[src/rtl/bcd_serial_addsub.sv]
module bcd_serial_addsub #(
  parameter int DIGITS = 16
) (
  input  logic       clk,
  input  logic       rst_n,
  input  logic       start_i,
  input  logic       sub_i,
  input  logic       a_i,
  input  logic       b_i,
  output logic       sum_o,
  output logic [3:0] digit_o,
  output logic       digit_stb_o,
  output logic       done_o,
  output logic       borrow_o,
  output logic       zero_o
);
  localparam int DW = (DIGITS > 1) ? $clog2(DIGITS) : 1;

  // operand adder stage
  logic          run, m_sub, cdig, tc;
  logic [1:0]    ibit;
  logic [DW-1:0] idig;
  logic [2:0]    lo;

  wire          act      = start_i | run;
  wire          cur_sub  = start_i ? sub_i : m_sub;
  wire [1:0]    pb       = start_i ? 2'd0 : ibit;
  wire [DW-1:0] pd       = start_i ? '0 : idig;
  wire          bx       = b_i ^ cur_sub;
  wire          cin      = start_i ? sub_i : ((pb == 2'd0) ? tc : cdig);
  wire          s        = a_i ^ bx ^ cin;
  wire          co       = (a_i & bx) | (cin & (a_i ^ bx));
  wire          tc_now   = co | (~cur_sub & s & (lo[2] | lo[1]));
  wire          fix      = cur_sub ? ~tc_now : tc_now;
  wire          dig_end  = act && (pb == 2'd3);
  wire          last_dig = (pd == DW'(DIGITS - 1));

  // correction stage
  logic [3:0] hold, kq;
  logic [2:0] olo;
  logic [1:0] obit;
  logic       kc, hfirst, hlast, fcq, ovalid, nc, zacc;

  wire nin     = (obit == 2'd0) ? kc : nc;
  wire hb      = hold[obit];
  wire kb      = kq[obit];
  assign sum_o = ovalid & (hb ^ kb ^ nin);
  wire nco     = (hb & kb) | (nin & (hb ^ kb));
  wire zprev   = (hfirst && obit == 2'd0) ? 1'b0 : zacc;
  wire out_end = ovalid && (obit == 2'd3);

  always_ff @(posedge clk or negedge rst_n) begin
    if (!rst_n) begin
      run <= 1'b0; m_sub <= 1'b0; cdig <= 1'b0; tc <= 1'b0;
      ibit <= '0; idig <= '0; lo <= '0;
    end else if (act) begin
      if (start_i) m_sub <= sub_i;
      ibit <= pb + 2'd1;
      cdig <= co;
      if (pb != 2'd3) lo[pb] <= s;
      if (dig_end) begin
        tc   <= tc_now;
        idig <= pd + 1'b1;
        run  <= ~last_dig;
      end else begin
        idig <= pd;
        run  <= 1'b1;
      end
    end
  end

  always_ff @(posedge clk or negedge rst_n) begin
    if (!rst_n) begin
      hold <= '0; kq <= '0; olo <= '0; obit <= '0;
      kc <= 1'b0; hfirst <= 1'b0; hlast <= 1'b0; fcq <= 1'b0;
      ovalid <= 1'b0; nc <= 1'b0; zacc <= 1'b0;
      digit_o <= '0; digit_stb_o <= 1'b0; done_o <= 1'b0;
      borrow_o <= 1'b0; zero_o <= 1'b0;
    end else begin
      digit_stb_o <= out_end;
      done_o      <= out_end & hlast;
      if (ovalid) begin
        obit <= obit + 2'd1;
        nc   <= nco;
        zacc <= zprev | sum_o;
        if (obit != 2'd3) olo[obit] <= sum_o;
      end
      if (out_end) begin
        digit_o <= {sum_o, olo};
        ovalid  <= 1'b0;
        if (hlast) begin
          zero_o   <= ~(zprev | sum_o);
          borrow_o <= kc ? ~fcq : fcq;
        end
      end
      if (dig_end) begin
        hold   <= {s, lo};
        kq     <= cur_sub ? (fix ? 4'b1001 : 4'b1111) : (fix ? 4'b0110 : 4'b0000);
        kc     <= cur_sub;
        hfirst <= (pd == '0);
        hlast  <= last_dig;
        fcq    <= tc_now;
        ovalid <= 1'b1;
        obit   <= 2'd0;
      end
    end
  end

  assert_digit_bcd_R10: assert property (@(posedge clk) disable iff (!rst_n)
    digit_stb_o |-> (digit_o <= 4'd9));
  assert_stb_single_R4: assert property (@(posedge clk) disable iff (!rst_n)
    digit_stb_o |=> !digit_stb_o);
  assert_done_on_stb_R4: assert property (@(posedge clk) disable iff (!rst_n)
    done_o |-> digit_stb_o);
  assert_flags_hold_R5: assert property (@(posedge clk) disable iff (!rst_n)
    !done_o |-> ($stable(borrow_o) && $stable(zero_o)));
  assert_done_pulse_R6: assert property (@(posedge clk) disable iff (!rst_n)
    done_o |=> !done_o);
endmodule

[config.mk]
export PLATFORM = sky130hd
export DESIGN_NAME = bcd_serial_addsub
export DESIGN_NICKNAME = d
export VERILOG_FILES = /design/src/rtl/bcd_serial_addsub.sv
export SDC_FILE = /design/constraint.sdc
export NUM_CORES = 1
export LEC_CHECK = 0
export ABC_CLOCK_PERIOD_IN_PS = 6630
export BUFFER_PORTS_ARGS = -buffer_cell sky130_fd_sc_hd__buf_4
export CORE_MARGIN = 10
export CORE_UTILIZATION = 35
export CTS_BUF_LIST = sky130_fd_sc_hd__clkbuf_4
export CTS_CLUSTER_DIAMETER = 80
export DETAILED_ROUTE_END_ITERATION = 6
export PLACE_DENSITY = 0.53
export SLEW_MARGIN = 10
export SYNTH_ARGS = -nofsm -noshare
export SYNTH_HDL_FRONTEND = slang
export SYNTH_SLANG_ARGS = --single-unit
export TNS_END_PERCENT = 100
[constraint.sdc]
create_clock -name clk -period 6.63 [get_ports clk]
set_input_delay 1.326 -clock clk [delete_from_list [all_inputs] [get_ports clk]]
set_output_delay 1.326 -clock clk [all_outputs]
set_load 0.005 [all_outputs]
==> impl_metrics.env, run 1 <==
export IMPL_routed_wirelength_um=3160
export IMPL_run_status="complete, no violations"
export IMPL_grt_start_max_net_pins=38
export IMPL_routabilityCongestion=0.842
export IMPL_area_sequential_um2=926
export IMPL_grt_remaining_overflow=0
export IMPL_finalPower_w=0.000724
export IMPL_ant_nets=0
export IMPL_synth_edff_count=0
export IMPL_postSynthNetCount=178
export IMPL_post_cts_hold_buffer_count=0
export IMPL_crit_arrival_ns=2.36
export IMPL_coreArea_mm2=0.00482
export IMPL_synth_top_cell_area_share_pct=52.0
export IMPL_synth_common_cells="sky130_fd_sc_hd__dfrtp_1 (37), sky130_fd_sc_hd__nand2_1 (22), sky130_fd_sc_hd__inv_1 (12), sky130_fd_sc_hd__o21ai_0 (12)"
export IMPL_cts_root_buf="sky130_fd_sc_hd__clkbuf_4"
export IMPL_num_io_pins=15
export IMPL_chipWidth_um=91.4
export IMPL_tritoncts_num_buffers=5
export IMPL_cts_repair_timing_setup_buffer_count=0
export IMPL_worst_slew_margin_rel_pct=51.6
export IMPL_detail_route_vias_per_cell=4.59
export IMPL_numClockSinks=37
export IMPL_power_leakage_nw=0.974
export IMPL_vert_die_dim_um=91.4
export IMPL_crit_path_max_fanout=6
export IMPL_cp_required_ns=5.30
export IMPL_critPathLaunchType="flip-flop"
export IMPL_setup_worst_path_end_class="output pin"
export IMPL_worstSkewPairLatency_ns=0.33
export IMPL_std_cell_rows=25
export IMPL_ir_drop_mv=0.119
export IMPL_timing_hold_violations_final=0
export IMPL_detailedPlacementHpwl_um=2380
export IMPL_setup_repair_after_global_routing_missed_its_margin="false"
export IMPL_power_density_cell_area_mw_per_mm2=365
export IMPL_cts_resized=0
export IMPL_yosys_register_bits=37
export IMPL_synth_top_flop_cell="sky130_fd_sc_hd__dfrtp_1"
export IMPL_area_used_by_multi_input_combinational_logic_um2=776
export IMPL_synth_most_common_cell="sky130_fd_sc_hd__dfrtp_1"
export IMPL_number_of_antenna_violations_at_the_first_check_in_global_routing=0
export IMPL_setup_violations=0
export IMPL_final_max_slew_violation_count=0
export IMPL_number_of_optimization_iterations_in_the_first_detailed_route_pass=4
export IMPL_first_global_vias=1197
export IMPL_mappedNetlistArea_mm2=0.00178
export IMPL_yosys_top_cells_area="sky130_fd_sc_hd__dfrtp_1 (52%), sky130_fd_sc_hd__ha_1 (7.0%), sky130_fd_sc_hd__mux2_2 (6.3%), sky130_fd_sc_hd__nand2_1 (4.6%), sky130_fd_sc_hd__o21ai_0 (3.4%)"
export IMPL_h_tree_depth=2
export IMPL_synthesis_instances=160
export IMPL_post_drt_wl_per_cell_um=13.0
export IMPL_design_die_area_mm2=0.00834
export IMPL_yosysSeqAreaShare_pct=52.0
export IMPL_routed_via_count=1111
export IMPL_nFillCells=504
export IMPL_cts_tree="yes"
export IMPL_initialDrtViolationCount=52
export IMPL_port_buffer_count=14
export IMPL_layout_min_cycle_time_ns=3.68
export IMPL_initial_utilization_pct=37.0
export IMPL_antenna_diodes=0
export IMPL_num_nets_final=193
export IMPL_timing_final_crit_share_pct=55.6
export IMPL_global_route_wire_length_before_repair_um=5680
export IMPL_max_clock_freq_mhz=271
export IMPL_areaGrowthSynthToFinish_pct=11.4
export IMPL_yosysWarningCount=0
export IMPL_synth_cell_types=32
export IMPL_timing_setup_tns_ns=0
export IMPL_reg_clk_slew_reported_paths_ns=0.10
export IMPL_cap_violations=0
export IMPL_synth_avg_cell_area_um2=11.1
export IMPL_tightestPinTransition_ns=0.721
export IMPL_criticalPathCategory="reg2out"
export IMPL_post_route_drc_count=0
export IMPL_grt_util_all_layers_pct=8.31
export IMPL_clk_path_buf_depth=2
export IMPL_drive_above_1_share_pct=19.4
export IMPL_synthDominantAreaCellType="sky130_fd_sc_hd__dfrtp_1"
export IMPL_worstHoldPathType="reg2reg"
export IMPL_timing_clock_skew_ns=0.00504
export IMPL_ys_async_sr_fraction_pct=100
==> area by class of cell <==
class                      count  share of cell area [%]
clock buffer                   6                    2.27
clock inverter                 1                   0.189
inverter                      12                    2.27
multi-input combinational    105                    39.1
sequential                    37                    46.7
tap                           67                    4.22
timing repair buffer          14                    5.30
==> layer usage <==
layer / track usage, % / vias to the layer above / part of all wire [%]
met3: 3.29 / 4 / 4.6
met1: 10.2 / 536 / 47
met2: 12.8 / 16 / 48
li1: - / 555 / -
met5: 0 / - / 0
met4: 3.13 / 0 / 0.92
==> through the flow <==
step	utilization [%]	instances	hold slack [ns]	setup WS, ns	area, um^2
2_1_floorplan	-	160	0.445	3.22	1780
3_3_place_gp	40.2	235	0.464	3.17	1940
3_5_place_dp	40.2	235	0.469	3.14	1940
4_1_cts	41.2	242	0.493	2.91	1980
5_1_grt	41.2	242	0.521	2.79	1980
6_report	41.2	242	0.488	2.95	1980
==> state kept, by name (all words and copies together) (netlist names), 2 cells and up <==
register and cells:
olo 3, digit_o 4, obit 2, lo 3, idig 4, ibit 2
kq 2, hold 4
==> path summary, 6_finish.rpt <==
check	startpoint	endpoint	slack (ns)	cells after the start
max	obit[0]	sum_o	2.95	6
min	zero_o	zero_o	0.49	1
max reg2reg	ibit[0]	tc	4.29	9
min reg2reg	zero_o	zero_o	0.49	1
max in group asynchronous	rst_n	hold[1]	5.37	1
min in group asynchronous	rst_n	olo[0]	0.94	1
==> report_power, final <==
part	internal, W	switching [W]
Sequential	0.000297	0.0000530
Clock	0.0000426	0.0000684
Combinational	0.000141	0.000122
==> cells in the final DEF, fill, tap and decap left out, drive strengths merged, types with 5 or more instances in the layout <==
master	synthesis	layout
xnor2	6	6
mux2i	5	5
buf	4	14
clkbuf	2	6
dfrtp	37	37
ha	10	10
nand2	22	22
nor2	10	10
o21ai	12	12
inv	12	12
mux2	11	11
==> critical path, cell delays in order, from the launching register on <==
cell and delay, ns:
sky130_fd_sc_hd__dfrtp_1 0.48, sky130_fd_sc_hd__inv_1 0.12, sky130_fd_sc_hd__ha_1 0.20, sky130_fd_sc_hd__mux2_2 0.36
sky130_fd_sc_hd__fa_1 0.56, sky130_fd_sc_hd__and2_1 0.19, sky130_fd_sc_hd__buf_4 0.12
==> cells by family after synthesis <==
group / count (synthesis) / share of synthesized area (%)
AND/OR/NAND/NOR: 47 / 11.9
flip-flops: 37 / 52.0
AO/OA/AOI/OAI: 22 / 7.73
buffers and inverters: 18 / 4.49
multiplexers: 17 / 11.2
adder cells (fa/ha/maj): 12 / 9.27
XOR/XNOR: 7 / 3.44
Note: power is estimated with default switching activity, not from simulation.
==> run 2, diff against run 1 <==
--- a/config.mk
+++ b/config.mk
@@ -5,7 +5,7 @@
 export SDC_FILE = /design/constraint.sdc
 export NUM_CORES = 1
 export LEC_CHECK = 0
-export ABC_CLOCK_PERIOD_IN_PS = 6630
+export ABC_CLOCK_PERIOD_IN_PS = 3900
 export BUFFER_PORTS_ARGS = -buffer_cell sky130_fd_sc_hd__buf_4
 export CORE_MARGIN = 10
 export CORE_UTILIZATION = 35
==> constraint.sdc (replaced) <==
create_clock -name clk -period 3.9 [get_ports clk]
set_input_delay 0.78 -clock clk [delete_from_list [all_inputs] [get_ports clk]]
set_output_delay 0.78 -clock clk [all_outputs]
set_load 0.005 [all_outputs]
==> impl_metrics.env, run 2 (synthesis gave the netlist of run 1 again) <==
export IMPL_run_status="complete, no violations"
export IMPL_dp_cells=235
export IMPL_first_global_vias=1179
export IMPL_crit_path_max_fanout=6
export IMPL_setup_worst_path_end_class="output pin"
export IMPL_ant_nets=0
export IMPL_layout_min_cycle_time_ns=3.14
export IMPL_criticalPathCategory="reg2out"
export IMPL_ir_drop_mv=0.212
export IMPL_global_route_wire_length_before_repair_um=5600
export IMPL_grt_remaining_overflow=0
export IMPL_worst_setup_margin_ns=0.762
export IMPL_setup_repair_after_global_routing_missed_its_margin="false"
export IMPL_routed_wirelength_um=3150
export IMPL_timing_hold_violations_final=0
export IMPL_final_max_slew_violation_count=0
export IMPL_place_ws_ns=0.965
export IMPL_power_density_cell_area_mw_per_mm2=621
export IMPL_switchingPower_w=0.000415
export IMPL_vert_die_dim_um=91.4
export IMPL_setup_reg_to_reg_worst_slack_ns=1.57
export IMPL_routed_via_count=1108
export IMPL_post_layout_nonfiller_instances=242
export IMPL_power_share_sequential_pct=48.2
export IMPL_final_cell_mix="sky130_fd_sc_hd__dfrtp_1 (37), sky130_fd_sc_hd__nand2_1 (22), sky130_fd_sc_hd__buf_4 (14)"
export IMPL_cap_violations=0
export IMPL_num_io_pins=15
export IMPL_crit_arrival_ns=2.36
export IMPL_cp_required_ns=3.12
export IMPL_timing_setup_tns_ns=0
export IMPL_num_nets_final=193
export IMPL_timing_rr_end="tc"
export IMPL_worst_slew_margin_rel_pct=51.3
export IMPL_cts_tree="yes"
export IMPL_grt_start_max_net_pins=38
export IMPL_critPathLaunchType="flip-flop"
export IMPL_regToRegStartpoint="ibit[0]"
export IMPL_reg_largest_list="digit_o x4, hold x4, idig x4"
export IMPL_number_of_optimization_iterations_in_the_first_detailed_route_pass=4
export IMPL_reg_clk_slew_reported_paths_ns=0.11
export IMPL_max_clock_freq_mhz=319
export IMPL_cts_root_buf="sky130_fd_sc_hd__clkbuf_4"
export IMPL_pwr_share_comb_pct=36.4
export IMPL_cts_repair_timing_setup_buffer_count=0
export IMPL_design_die_area_mm2=0.00834
export IMPL_startpoint="obit[0]"
export IMPL_h_tree_depth=2
export IMPL_power_leakage_nw=0.974
export IMPL_post_cts_hold_buffer_count=0
export IMPL_std_cell_rows=25
export IMPL_cts_resized=0
export IMPL_coreArea_mm2=0.00482
export IMPL_timing_final_crit_share_pct=80.5
export IMPL_layout_core_utilization_pct=41.2
export IMPL_worstSkewPairLatency_ns=0.33
export IMPL_post_route_drc_count=0
export IMPL_tritoncts_num_buffers=5
export IMPL_initial_utilization_pct=37.0
export IMPL_initialDrtViolationCount=57
export IMPL_areaGrowthSynthToFinish_pct=11.4
export IMPL_final_common_cell="sky130_fd_sc_hd__dfrtp_1"
export IMPL_power_switching_share_pct=33.6
export IMPL_number_of_antenna_violations_at_the_first_check_in_global_routing=0
export IMPL_fin_worst_hold_slack_ns=0.399
export IMPL_cellInternalPower_w=0.000818
export IMPL_worstHoldPathType="in2async"
export IMPL_detailedPlacementHpwl_um=2350
export IMPL_numClockSinks=37
export IMPL_antenna_diodes=0
export IMPL_routabilityCongestion=0.842
export IMPL_drive_above_1_share_pct=19.4
export IMPL_detail_route_vias_per_cell=4.58
export IMPL_tightestPinTransition_ns=0.726
export IMPL_worst_r2r_cell_count=9
export IMPL_port_buffer_count=14
export IMPL_clk_path_buf_depth=2
export IMPL_setup_violations=0
export IMPL_endpoint="sum_o"
export IMPL_timing_clock_skew_ns=0.00697
export IMPL_grt_util_all_layers_pct=8.17
export IMPL_clock_power_share_pct=15.4
export IMPL_post_drt_wl_per_cell_um=13.0
export IMPL_chipWidth_um=91.4
-- run 2: area by class of cell --
type | instances | area, um^2
Fill cell | 507 | 2830
Multi-Input combinational cell | 105 | 776
Clock buffer | 6 | 45.0
Tap cell | 67 | 83.8
Inverter | 12 | 45.0
Sequential cell | 37 | 926
Clock inverter | 1 | 3.75
Timing Repair Buffer | 14 | 105
-- run 2: how the worst min path moves through the flow --
stage | startpoint | endpoint | cells after the start
5_1_grt | rst_n | nc | 1
3_5_place_dp | hold[3] | hold[3] | 2
3_3_place_gp | zero_o | zero_o | 1
4_1_cts | rst_n | kq[2] | 1
2_1_floorplan | hold[2] | hold[2] | 2
6_report | rst_n | zero_o | 1
-- run 2: metal layers --
metal,wire [um],share of wire (%),up-vias,GRT usage [%]
li1,-,-,553,-
met1,1510,48,534,10.3
met2,1480,47,17,12.3
met3,135,4.3,4,3.13
met4,25,0.79,0,3.13
met5,0,0,-,0
-- run 2: metrics by stage --
stage / cell area [um^2] / total power (W)
final: 1980 / 0.00123
after global routing: 1980 / 0.00135
after CTS: 1980 / 0.00126
after detailed placement: 1940 / 0.00107
after global placement: 1940 / 0.00104
after floorplan: 1780 / 0.000909
-- run 2: power groups by stage --
stage / Combinational, W / Sequential (W) / Clock [W]
after floorplan: 0.000335 / 0.000575 / 0
after global placement: 0.000445 / 0.000600 / 0
after detailed placement: 0.000462 / 0.000605 / 0
after CTS: 0.000463 / 0.000596 / 0.000202
after global routing: 0.000519 / 0.000613 / 0.000216
final: 0.000449 / 0.000594 / 0.000190
-- run 2: critical path: stages (launching register included) --
cell,delay [ns]
sky130_fd_sc_hd__dfrtp_1,0.48
sky130_fd_sc_hd__inv_1,0.12
sky130_fd_sc_hd__ha_1,0.20
sky130_fd_sc_hd__mux2_2,0.36
sky130_fd_sc_hd__fa_1,0.56
sky130_fd_sc_hd__and2_1,0.19
sky130_fd_sc_hd__buf_4,0.12
==> run 3, diff against run 2 <==
--- a/config.mk
+++ b/config.mk
@@ -5,7 +5,8 @@
 export SDC_FILE = /design/constraint.sdc
 export NUM_CORES = 1
 export LEC_CHECK = 0
-export ABC_CLOCK_PERIOD_IN_PS = 3900
+export ABC_AREA = 1
+export ABC_CLOCK_PERIOD_IN_PS = 3240
 export BUFFER_PORTS_ARGS = -buffer_cell sky130_fd_sc_hd__buf_4
 export CORE_MARGIN = 10
 export CORE_UTILIZATION = 35
==> constraint.sdc (replaced) <==
create_clock -name clk -period 3.24 [get_ports clk]
set_input_delay 0.648 -clock clk [delete_from_list [all_inputs] [get_ports clk]]
set_output_delay 0.648 -clock clk [all_outputs]
set_load 0.005 [all_outputs]
==> impl_metrics.env, run 3 <==
export IMPL_run_status="complete, no violations"
export IMPL_design_die_area_mm2=0.00844
export IMPL_chipWidth_um=91.8
export IMPL_global_route_wire_length_before_repair_um=5630
export IMPL_tightestPinTransition_ns=0.467
export IMPL_numClockSinks=37
export IMPL_crit_path_buffers_inverters=3
export IMPL_synth_cell_types=21
export IMPL_h_tree_depth=2
export IMPL_setup_worst_path_end_class="output pin"
export IMPL_cellInternalPower_w=0.000963
export IMPL_max_clock_freq_mhz=348
export IMPL_cp_slowest_cell="sky130_fd_sc_hd__dfrtp_1"
export IMPL_num_io_pins=15
export IMPL_critPathMostFrequentCell="sky130_fd_sc_hd__inv_1"
export IMPL_finalPower_w=0.00147
export IMPL_power_share_sequential_pct=47.6
export IMPL_postSynthNetCount=226
export IMPL_cts_repair_timing_setup_buffer_count=0
export IMPL_worst_slew_margin_rel_pct=68.9
export IMPL_tritoncts_num_buffers=5
export IMPL_antenna_diodes=0
export IMPL_power_switching_share_pct=34.7
export IMPL_synthesis_instances=208
export IMPL_fin_worst_hold_slack_ns=0.255
export IMPL_synth_common_cells="sky130_fd_sc_hd__nand2_1 (69), sky130_fd_sc_hd__dfrtp_1 (37), sky130_fd_sc_hd__inv_1 (27)"
export IMPL_yosysWarningCount=0
export IMPL_post_route_drc_count=0
export IMPL_num_nets_final=244
export IMPL_number_of_optimization_iterations_in_the_first_detailed_route_pass=4
export IMPL_synth_top_cell_area_share_pct=51.2
export IMPL_crit_path_max_fanout=7
export IMPL_cap_violations=0
export IMPL_detail_route_vias_per_cell=4.32
export IMPL_yosys_register_bits=37
export IMPL_worstHoldPathType="in2async"
export IMPL_number_of_antenna_violations_at_the_first_check_in_global_routing=0
export IMPL_synth_most_common_cell="sky130_fd_sc_hd__nand2_1"
export IMPL_synth_top_flop_cell="sky130_fd_sc_hd__dfrtp_1"
export IMPL_clk_path_buf_depth=2
export IMPL_routabilityCongestion=0.777
export IMPL_timing_critical_path_max_delay_family="adder cells"
export IMPL_post_drt_wl_per_cell_um=10.8
export IMPL_drive_above_1_share_pct=11.9
export IMPL_reg_clk_slew_reported_paths_ns=0.11
export IMPL_cp_required_ns=2.59
export IMPL_pwr_share_comb_pct=31.0
export IMPL_timing_final_crit_share_pct=88.7
export IMPL_switchingPower_w=0.000511
export IMPL_timing_setup_tns_ns=0
export IMPL_final_cell_mix="sky130_fd_sc_hd__nand2_1 (69), sky130_fd_sc_hd__dfrtp_1 (37), sky130_fd_sc_hd__inv_1 (27)"
export IMPL_layout_min_cycle_time_ns=2.87
export IMPL_worstSkewPairLatency_ns=0.33
export IMPL_synthSimpleGateAreaFrac_pct=21.8
export IMPL_std_cell_rows=26
export IMPL_power_leakage_nw=1.13
export IMPL_synth_avg_cell_area_um2=8.69
export IMPL_critical_path_max_stage_delay_ns=0.47
export IMPL_ir_drop_mv=0.287
export IMPL_synth_top_family_by_area="simple AND/OR/NAND/NOR gates"
export IMPL_timing_hold_violations_final=0
export IMPL_crit_arrival_ns=2.22
export IMPL_routed_via_count=1282
export IMPL_first_global_vias=1271
export IMPL_grt_remaining_overflow=0
export IMPL_setup_violations=0
export IMPL_clock_power_share_pct=21.4
export IMPL_nFillCells=527
export IMPL_initialDrtViolationCount=57
export IMPL_setup_repair_after_global_routing_missed_its_margin="false"
export IMPL_grt_util_all_layers_pct=8.17
export IMPL_port_buffer_count=14
export IMPL_grt_start_max_net_pins=38
export IMPL_xor_xnor_fraction_of_synth_area_pct=1.94
export IMPL_synthDominantAreaCellType="sky130_fd_sc_hd__dfrtp_1"
export IMPL_final_max_slew_violation_count=0
export IMPL_post_cts_hold_buffer_count=0
export IMPL_power_density_cell_area_mw_per_mm2=719
export IMPL_ys_async_sr_fraction_pct=100
export IMPL_routed_wirelength_um=3220
export IMPL_reg_largest_list="digit_o x4, hold x4, idig x4"
export IMPL_synth_mux_area_fraction_pct=0
export IMPL_post_synth_fa_ha_maj_area_fraction_pct=9.14
export IMPL_critPathLaunchType="flip-flop"
export IMPL_criticalPathCategory="reg2out"
export IMPL_areaGrowthSynthToFinish_pct=13.4
export IMPL_ant_nets=0
export IMPL_yosysSeqAreaShare_pct=51.2
export IMPL_final_common_cell="sky130_fd_sc_hd__nand2_1"
export IMPL_detailedPlacementHpwl_um=2390
export IMPL_vert_die_dim_um=91.8
export IMPL_cts_tree="yes"
export IMPL_cts_resized=0
export IMPL_synth_edff_count=0
export IMPL_timing_clock_skew_ns=0.00286
export IMPL_cts_root_buf="sky130_fd_sc_hd__clkbuf_4"
export IMPL_yosys_top_cells_area="sky130_fd_sc_hd__dfrtp_1 (51%), sky130_fd_sc_hd__nand2_1 (14%), sky130_fd_sc_hd__ha_1 (6.9%), sky130_fd_sc_hd__inv_1 (5.6%), sky130_fd_sc_hd__o21ai_0 (5.5%)"
export IMPL_coreArea_mm2=0.00504
export IMPL_initial_utilization_pct=35.8
export IMPL_timing_critical_path_cells="inv_1 -> ha_1 -> o21ai_0 -> fa_1 -> nand2_1 -> inv_1 -> buf_4"
export IMPL_mappedNetlistArea_mm2=0.00181
export IMPL_synth_compound_area_share_pct=8.38
-- run 3: cell types whose count changed in the layout (fill, tap and decap cells not counted), moves of 4 or more --
cell / before / now
sky130_fd_sc_hd__inv_1: 12 / 27
sky130_fd_sc_hd__mux2_2: 10 / 0
sky130_fd_sc_hd__mux2i_1: 5 / 0
sky130_fd_sc_hd__nand2_1: 22 / 69
sky130_fd_sc_hd__nand2b_1: 4 / 0
sky130_fd_sc_hd__nand3_1: 2 / 9
sky130_fd_sc_hd__nor2_1: 10 / 15
sky130_fd_sc_hd__nor2b_1: 4 / 0
sky130_fd_sc_hd__o21ai_0: 11 / 20
sky130_fd_sc_hd__xnor2_1: 6 / 1
-- run 3: cells by family after synthesis --
logic type / after synthesis
compound gates: 28
xor+xnor: 4
fa+ha+maj: 12
buf+inv: 31
flops: 37
simple gates: 96
-- run 3: path summary, 6_finish.rpt --
kind	start	slack, ns	cells past startpoint	endpoint
worst min register to register	olo[1]	0.48	2	digit_o[1]
max in group asynchronous	rst_n	2.66	1	hold[2]
worst min-delay path	rst_n	0.25	1	digit_stb_o
worst max-delay path	obit[0]	0.37	7	sum_o
worst max register to register	ibit[1]	1.18	10	kq[2]
min in group clk	olo[1]	0.48	2	digit_o[1]
-- run 3: final cells by class --
type | count | area (um^2) | share of cell area, %
Clock buffer | 6 | 45.0 | 2.20
Tap cell | 70 | 87.6 | 4.28
Timing Repair Buffer | 14 | 105 | 5.13
Inverter | 28 | 105 | 5.13
Sequential cell | 37 | 926 | 45.2
Multi-Input combinational cell | 140 | 746 | 36.4
Clock inverter | 2 | 33.8 | 1.65
-- run 3: power groups by stage --
stage	combinational [W]	sequential (W)	clock, W
floorplan	0.000345	0.000677	0
global placement	0.000464	0.000711	0
detailed placement	0.000467	0.000715	0
CTS	0.000470	0.000705	0.000332
global route	0.000548	0.000725	0.000350
finish	0.000457	0.000702	0.000315
-- run 3: metrics by stage --
| step | util [%] | setup WS [ns] | instance area, um^2 | cells |
|---|---|---|---|---|
| floorplan | - | 0.989 | 1810 | 208 |
| finish | 40.6 | 0.367 | 2050 | 297 |
| CTS | 40.6 | 0.334 | 2050 | 297 |
| global route | 40.6 | 0.101 | 2050 | 297 |
| detailed placement | 39.1 | 0.726 | 1970 | 289 |
| global placement | 39.1 | 0.784 | 1970 | 289 |
-- run 3: metal layers --
metal  vias up  global-route usage, %  routed length, um
met5         -                      0                  0
met4         0                   3.47                 40
met3         4                   3.42                199
met2        22                   12.6               1390
met1       575                   9.74               1590
li1        681                      -                  -
